File: src/rtl/exc_cmt_pkg.sv
package exc_cmt_pkg;

   localparam int CAUSE_W    = 4;
   localparam int NUM_STAGES = 4;   // fetch, decode, execute, memory

   typedef enum logic [CAUSE_W-1:0] {
      CAUSE_NONE    = 4'h0,
      CAUSE_FETCH   = 4'h1,
      CAUSE_ILLEGAL = 4'h2,
      CAUSE_OVF     = 4'h3,
      CAUSE_DADDR   = 4'h4,
      CAUSE_IRQ     = 4'hA
   } cause_e;

   // side band carried with each instruction
   typedef struct packed {
      logic   vld;
      logic   exc;
      cause_e code;
   } tag_t;

   // code reported by the fault source local to stage position idx
   function automatic cause_e stage_cause(input int idx);
      case (idx)
         0:       return CAUSE_FETCH;
         1:       return CAUSE_ILLEGAL;
         2:       return CAUSE_OVF;
         default: return CAUSE_DADDR;
      endcase
   endfunction

endpackage

File: src/rtl/exc_irq_sync.sv
module exc_irq_sync #(
   parameter int STAGES = 2
) (
   input  logic clk,
   input  logic rst_n,
   input  logic async_in,
   output logic sync_out
);

   generate
      if (STAGES == 0) begin : g_bypass
         assign sync_out = async_in;
      end else begin : g_chain
         logic [STAGES-1:0] ff_q;
         always_ff @(posedge clk or negedge rst_n) begin
            if (!rst_n) ff_q <= '0;
            else if (STAGES == 1) ff_q <= async_in;
            else ff_q <= {ff_q[STAGES-2:0], async_in};
         end
         assign sync_out = ff_q[STAGES-1];
      end
   endgenerate

endmodule

File: src/rtl/exc_stage_reg.sv
module exc_stage_reg
   import exc_cmt_pkg::*;
#(
   parameter int     PC_W       = 32,
   parameter cause_e LOCAL_CODE = CAUSE_FETCH
) (
   input  logic            clk,
   input  logic            rst_n,
   input  logic            flush,
   input  tag_t            in_tag,
   input  logic [PC_W-1:0] in_pc,
   input  logic            local_fault,
   output tag_t            q_tag,
   output logic [PC_W-1:0] q_pc
);

   tag_t merged;

   // an older fault is never replaced by a younger one
   always_comb begin
      merged.vld  = in_tag.vld;
      merged.exc  = in_tag.vld & (in_tag.exc | local_fault);
      if (in_tag.exc)       merged.code = in_tag.code;
      else if (local_fault) merged.code = LOCAL_CODE;
      else                  merged.code = CAUSE_NONE;
   end

   always_ff @(posedge clk or negedge rst_n) begin
      if (!rst_n) begin
         q_tag <= '{vld: 1'b0, exc: 1'b0, code: CAUSE_NONE};
         q_pc  <= '0;
      end else if (flush) begin
         q_tag <= '{vld: 1'b0, exc: 1'b0, code: CAUSE_NONE};
      end else begin
         q_tag <= merged;
         q_pc  <= in_pc;
      end
   end

   p_flush_kills_r8: assert property (@(posedge clk) disable iff (!rst_n)
      flush |=> !q_tag.vld && !q_tag.exc)
      else $error("flushed stage still valid");

   p_older_kept_r3: assert property (@(posedge clk) disable iff (!rst_n)
      (!flush && in_tag.vld && in_tag.exc) |=> (q_tag.exc && q_tag.code == $past(in_tag.code)))
      else $error("older fault code overwritten");

endmodule

File: src/rtl/exc_commit_unit.sv
module exc_commit_unit
   import exc_cmt_pkg::*;
#(
   parameter int              PC_W       = 32,
   parameter logic [PC_W-1:0] HANDLER_PC = '0
) (
   input  logic            clk,
   input  logic            rst_n,
   input  tag_t            m_tag,
   input  logic [PC_W-1:0] m_pc,
   input  logic            m_daf,
   input  logic            m_eret,
   input  logic            irq_s,
   output logic            commit_ok,
   output logic            redirect,
   output logic [PC_W-1:0] redirect_pc,
   output cause_e          cause_q,
   output logic [PC_W-1:0] epc_q,
   output logic            ie_q
);

   logic   fault, irq_take, taken, eret_go;
   cause_e fault_code, next_cause;

   always_comb begin
      fault      = m_tag.vld & (m_tag.exc | m_daf);
      fault_code = m_tag.exc ? m_tag.code : CAUSE_DADDR;
      irq_take   = irq_s & ie_q & m_tag.vld;
      taken      = irq_take | fault;
      next_cause = irq_take ? CAUSE_IRQ : fault_code;
      eret_go    = m_tag.vld & m_eret & ~taken;
      commit_ok  = m_tag.vld & ~taken;
      redirect   = taken | eret_go;
      redirect_pc = taken ? HANDLER_PC : epc_q;
   end

   always_ff @(posedge clk or negedge rst_n) begin
      if (!rst_n) begin
         cause_q <= CAUSE_NONE;
         epc_q   <= '0;
         ie_q    <= 1'b1;
      end else if (taken) begin
         cause_q <= next_cause;
         epc_q   <= m_pc;
         ie_q    <= 1'b0;
      end else if (eret_go) begin
         ie_q    <= 1'b1;
      end
   end

   p_taken_no_commit_r7: assert property (@(posedge clk) disable iff (!rst_n)
      taken |-> (redirect && !commit_ok))
      else $error("taken exception still commits");

   p_epc_load_r6: assert property (@(posedge clk) disable iff (!rst_n)
      taken |=> epc_q == $past(m_pc))
      else $error("EPC not loaded");

   p_ie_clear_r9: assert property (@(posedge clk) disable iff (!rst_n)
      taken |=> !ie_q)
      else $error("interrupt enable not cleared");

   p_irq_masked_r9: assert property (@(posedge clk) disable iff (!rst_n)
      (!ie_q && !fault) |-> !taken)
      else $error("masked interrupt taken");

   p_irq_over_exc_r5: assert property (@(posedge clk) disable iff (!rst_n)
      irq_take |=> cause_q == CAUSE_IRQ)
      else $error("interrupt did not win");

   p_eret_ie_r10: assert property (@(posedge clk) disable iff (!rst_n)
      eret_go |=> ie_q)
      else $error("return did not re-enable interrupts");

endmodule

File: src/rtl/exc_commit_ctrl.sv
module exc_commit_ctrl
   import exc_cmt_pkg::*;
#(
   parameter int              PC_W        = 32,
   parameter logic [PC_W-1:0] HANDLER_PC  = 'h180,
   parameter int              SYNC_STAGES = 2
) (
   input  logic                  clk,
   input  logic                  rst_n,
   input  logic                  f_valid,
   input  logic [PC_W-1:0]       f_pc,
   input  logic                  f_fault,
   input  logic                  d_illegal,
   input  logic                  e_ovf,
   input  logic                  m_daf,
   input  logic                  m_eret,
   input  logic                  irq_req,
   output logic                  commit_ok,
   output logic                  redirect,
   output logic [PC_W-1:0]       redirect_pc,
   output logic [NUM_STAGES-1:0] kill,
   output logic [CAUSE_W-1:0]    exc_cause,
   output logic [PC_W-1:0]       exc_epc,
   output logic                  irq_en
);

   localparam int NUM_REGS = NUM_STAGES - 1;

   if (PC_W < 8 || PC_W > 64) begin : g_bad_pcw
      $error("PC_W must lie in 8..64");
   end
   if (SYNC_STAGES > 4) begin : g_bad_sync
      $error("SYNC_STAGES must not exceed 4");
   end
   if (HANDLER_PC[1:0] != 2'b00) begin : g_bad_handler
      $error("HANDLER_PC must be word aligned");
   end

   tag_t            st_tag [NUM_STAGES];
   logic [PC_W-1:0] st_pc  [NUM_STAGES];
   logic [NUM_REGS-1:0] loc_fault;
   logic            irq_s;
   logic            flush;
   cause_e          cause_q;

   assign st_tag[0]  = '{vld: f_valid, exc: 1'b0, code: CAUSE_NONE};
   assign st_pc[0]   = f_pc;
   assign loc_fault  = {e_ovf, d_illegal, f_fault};

   exc_irq_sync #(.STAGES(SYNC_STAGES)) u_sync (
      .clk      (clk),
      .rst_n    (rst_n),
      .async_in (irq_req),
      .sync_out (irq_s)
   );

   for (genvar i = 0; i < NUM_REGS; i++) begin : g_stage
      exc_stage_reg #(
         .PC_W       (PC_W),
         .LOCAL_CODE (stage_cause(i))
      ) u_reg (
         .clk         (clk),
         .rst_n       (rst_n),
         .flush       (flush),
         .in_tag      (st_tag[i]),
         .in_pc       (st_pc[i]),
         .local_fault (loc_fault[i]),
         .q_tag       (st_tag[i+1]),
         .q_pc        (st_pc[i+1])
      );
   end

   exc_commit_unit #(
      .PC_W       (PC_W),
      .HANDLER_PC (HANDLER_PC)
   ) u_commit (
      .clk         (clk),
      .rst_n       (rst_n),
      .m_tag       (st_tag[NUM_STAGES-1]),
      .m_pc        (st_pc[NUM_STAGES-1]),
      .m_daf       (m_daf),
      .m_eret      (m_eret),
      .irq_s       (irq_s),
      .commit_ok   (commit_ok),
      .redirect    (redirect),
      .redirect_pc (redirect_pc),
      .cause_q     (cause_q),
      .epc_q       (exc_epc),
      .ie_q        (irq_en)
   );

   assign flush     = redirect;
   assign kill      = {NUM_STAGES{redirect}};
   assign exc_cause = cause_q;

   p_kill_all_r7: assert property (@(posedge clk) disable iff (!rst_n)
      redirect |-> (kill == {NUM_STAGES{1'b1}}))
      else $error("not every stage killed");

endmodule

File: config.mk
export PLATFORM = sky130hd
export DESIGN_NAME = exc_commit_ctrl
export DESIGN_NICKNAME = d
export VERILOG_FILES = /design/src/rtl/exc_cmt_pkg.sv /design/src/rtl/exc_irq_sync.sv /design/src/rtl/exc_stage_reg.sv /design/src/rtl/exc_commit_unit.sv /design/src/rtl/exc_commit_ctrl.sv
export SDC_FILE = /design/constraint.sdc
export NUM_CORES = 1
export LEC_CHECK = 0
export BUFFER_PORTS_ARGS = -buffer_cell sky130_fd_sc_hd__buf_2
export CORE_MARGIN = 5
export CORE_UTILIZATION = 30
export CTS_CLUSTER_DIAMETER = 60
export DETAILED_ROUTE_END_ITERATION = 8
export PLACE_DENSITY = 0.59
export SETUP_SLACK_MARGIN = 0.02
export SLEW_MARGIN = 30
export SYNTH_ARGS = -nofsm -noshare
export SYNTH_HDL_FRONTEND = slang
export SYNTH_HIERARCHICAL = 1
export SYNTH_SLANG_ARGS = --single-unit
File: constraint.sdc
create_clock -name clk -period 2.1 [get_ports clk]
set_input_delay 0 -clock clk [delete_from_list [all_inputs] [get_ports clk]]
set_output_delay 0 -clock clk [all_outputs]
set_load 0.05 [all_outputs]
==> results.txt <==
----------------------------------------------------
[STA]
  Total count of max-transition violations in the final report ... 0
  Clk_skew ... 0.0157 ns
  Final cycle utilization of the critical path ... 95.8%
  Setup repair after global routing missed its margin ... false
  Setup total negative slack ... 0 ns
  Setup violation total in the final timing report ... 0
  Maximum operating frequency ... 497 MHz
  Post-route setup slack ... 0.0881 ns
  Crit path time final ... around 2.0 ns
  Number of hold violations in the final report ... 0

[Drt]
  Detailed-routing iteration count for the pre-antenna-repair pass ... 4
  Remaining DRCs ... 0
  Via-per-instance ratio ... 4.20
  Remaining number of nets flagged by the antenna check after routing ... 0
  Initial detailed-routing violation count ... 93
  Sum of routed wire length over all layers ... 12400 um
  Mean routed wirelength per cell ... 14.9 um
  Via count ... 3513

[Setup path]
  Type of the worst setup path ... flop to output pin
  Critical-path maximum fanout ... 35
  Launching point of the worst reg2reg path ... u_commit/ie_q
  Kind of start point of the critical path ... flop
  Worst EP arrival ... 2.01 ns
  R2r setup slk ... 0.15 ns
  Category of the worst setup path capture point ... output pin
  Slowest cell on the critical path ... sky130_fd_sc_hd__dfrtp_1
  R2r worst-path depth ... 6
  Delay of the slowest cell on the worst path ... between 0.4 and 0.5 ns
  Worst-path cell chain ... a211o_1, nand2_2, buf_12, and2_1, buf_2
  CP required ... 2.10 ns
  Reg-to-reg endpoint ... g_stage[2].u_reg/q_pc[10]

[Clocking]
  TritonCTS Buffers ... 17
  Clock-pin transition on the worst setup and hold timing paths ... 0.06 ns
  Clock H-tree levels ... 4
  Buffer type at the clock tree root ... sky130_fd_sc_hd__clkbuf_16
  CTS sink cnt ... 153
  Source-to-sink clock delay at the later pin of the worst-skew pair ... approximately 0.42 ns
  Clock Path Buffers ... 2
  TritonCTS clock tree ... yes

[Synth]
  Library cell occupying the most area in the post-synthesis netlist ... sky130_fd_sc_hd__dfrtp_1
  Post-synthesis compound-gate area fraction ... 1.43%
  FF+latch count, synth ... 153
  Average cell area after synthesis ... 17.1 um^2
  Multiplexer share of the synthesized area ... between 20% and 30%
  Number of warnings reported in the yosys synthesis log ... 6
  Number of different library cells in the post-synthesis netlist ... 27
  Synthesized instance count ... 379
  Syn Std Cell Area ... roughly 6500 um^2
  Adder-Cell Fraction of Synth Area ... 0%
  Share of the synthesized area in the top cell type ... 58.6%
  Sequential-to-total area share from yosys stat ... 59.0%
  Combinational family with the most area after synthesis ... multiplexers
  Leading cell types by total area after synthesis ... sky130_fd_sc_hd__dfrtp_1 (59%), sky130_fd_sc_hd__mux2_4 (26%), sky130_fd_sc_hd__buf_12 (3.1%)
  Parity-gate share of the synthesized area counting xor and xnor cells ... 0%
  Simple-gate area share of the yosys netlist ... 5.69%

[GRT]
  Wire length of the first global-routing pass ... slightly above 20000 um
  Number of global-route vias before repair ... 3842
  Global route total overflow ... 0
  Overall fraction of global-route tracks in use ... 10.5%
  Pin count of the biggest net entering global routing ... 62
  Number of antenna violations at the first check in global routing ... 0

[Die]
  Initial Util ... 30.7%
  Floorplan core area ... ~21000 um^2
  # IOs ... roughly 120
  Chip width ... 157 um
  Count of standard-cell rows ... 53
  Die height ... 157 um
  Floorplan die area ... 24700 um^2

[Worst hold path]
  Hold WC Path Type ... primary input to asynchronous set/reset pin

[Job]
  Max-cap violations ... 0

[Placed design]
  Detailed Place HPWL ... 7920 um
  Placer's final routability congestion estimate ... between 0.7 and 0.8
  Setup Slack @ Placement ... 0.298 ns
  Count of port buffers added during placement ... 115

[Layout]
  Signed area change from the synthesized netlist to the final layout ... 29.9%
  Diode count ... 0
  Total Nets Final ... 591
  Fraction of final layout cells sized beyond drive strength 1 ... a little over half

[Status]
  Run status ... finished clean

----------------------------------------------------
## placed cells by master, fill, tap and decap left out, types with 2 or more instances in the layout
cell | Yosys | layout
sky130_fd_sc_hd__buf_12 | 10 | 6
sky130_fd_sc_hd__dlygate4sd3_1 | 0 | 39
sky130_fd_sc_hd__and2_1 | 31 | 31
sky130_fd_sc_hd__mux2_4 | 111 | 111
sky130_fd_sc_hd__conb_1 | 1 | 7
sky130_fd_sc_hd__nand2b_1 | 4 | 4
sky130_fd_sc_hd__clkbuf_4 | 0 | 18
sky130_fd_sc_hd__bufinv_16 | 0 | 5
sky130_fd_sc_hd__a2bb2oi_1 | 2 | 2
sky130_fd_sc_hd__and2b_2 | 4 | 4
sky130_fd_sc_hd__inv_6 | 0 | 3
sky130_fd_sc_hd__clkinvlp_4 | 0 | 3
sky130_fd_sc_hd__clkbuf_16 | 0 | 17
sky130_fd_sc_hd__nand2_1 | 7 | 5
sky130_fd_sc_hd__and3b_1 | 2 | 2
sky130_fd_sc_hd__mux2_2 | 17 | 17
sky130_fd_sc_hd__o21a_1 | 3 | 3
sky130_fd_sc_hd__buf_4 | 4 | 9
sky130_fd_sc_hd__nor2_1 | 3 | 3
sky130_fd_sc_hd__buf_2 | 0 | 95
sky130_fd_sc_hd__a21oi_1 | 4 | 4
sky130_fd_sc_hd__mux2i_1 | 2 | 2
sky130_fd_sc_hd__and2_2 | 6 | 6
sky130_fd_sc_hd__dfrtp_1 | 152 | 152
## routing by layer
metal  up-vias  global-route usage (%)  share of wire, %
li1       1646                       -                 -
met3        12                    3.16               5.2
met4         0                    3.85               1.1
met2        81                    17.2                49
met5         -                       0                 0
met1      1774                    13.2                44
## layout make-up
type / count / area, um^2
clock buffer: 18 / 439
clock inverter: 13 / 215
fill: 1950 / 12700
multi-input combinational: 210 / 2400
sequential: 153 / 3830
tap: 275 / 344
timing repair buffer: 168 / 1200
## what timing repair did
item,CTS,global route
resized for setup,3,19
hold buffers,39,0
hold endpoints to repair,194,0
pin swaps,1,1
gates cloned,1,0
setup buffers,0,2
setup endpoints to repair,35,34
## how the worst max path moves through the flow
stage / startpoint / end / slack, ns / depth (start not counted)
2_1_floorplan: u_commit/ie_q / g_stage[2].u_reg/q_pc[24] / 0.05 / 7
3_3_place_gp: u_commit/ie_q / g_stage[1].u_reg/q_pc[14] / 0.34 / 5
3_5_place_dp: u_commit/ie_q / g_stage[2].u_reg/q_pc[13] / 0.30 / 5
4_1_cts: u_commit/ie_q / kill[1] / 0.008 / 5
5_1_grt: g_stage[2].u_reg/q_tag[4] / redirect_pc[5] / 0.02 / 5
6_report: g_stage[2].u_reg/q_tag[4] / redirect_pc[5] / 0.09 / 5
## cell usage after synthesis (all sizes together)
| library cell | count |
|---|---|
| a211o | 1 |
| a21oi | 4 |
| a22o | 1 |
| a2bb2oi | 2 |
| a32o | 1 |
| and2 | 38 |
| and2b | 4 |
| and3b | 2 |
| buf | 20 |
| clkbuf | 3 |
| conb | 1 |
| dfrtp | 152 |
| dfstp | 1 |
| mux2 | 128 |
| mux2i | 2 |
| nand2 | 7 |
| nand2b | 4 |
| nor2 | 3 |
| nor2b | 1 |
| o21a | 3 |
| o21ai | 1 |
## registers in the layout, summed over array words and instances (netlist names)
signal               flops
g_stage.u_reg/q_tag     18
u_sync/g_chain.ff_q      2
u_commit/ie_q            1
u_commit/cause_q         4
u_commit/epc_q          32
g_stage.u_reg/q_pc      96
## kinds of logic (layout without fill, tap and decap cells)
logic type,Yosys count,in the layout
other,1,7
buffers and inverters,23,199
and+or+nand+nor,59,60
AOI/OAI and AO/OA,13,13
muxes,130,130
DFF,153,153
## worst max-delay path: cells and delay by family, from the launching register on
kind	cells	cell delay, ns
buf+inv	2	0.47
flops	1	0.44
simple gates	2	0.36
compound gates	1	0.29
## through the flow
stage                     instance area [um^2]  std cells  hold WS [ns]  util, %
after floorplan                           6540        385        -0.296        -
after global placement                    7290        764       -0.0760     34.5
after detailed placement                  7290        764       -0.0662     34.5
after CTS                                 8360        835        0.0366     39.5
after global routing                      8420        837        0.0654     39.8
final                                     8420        837        0.0559     39.8
Power is not shown: default switching activity piles up to over one toggle a cycle in this logic, so the estimate is an artifact.
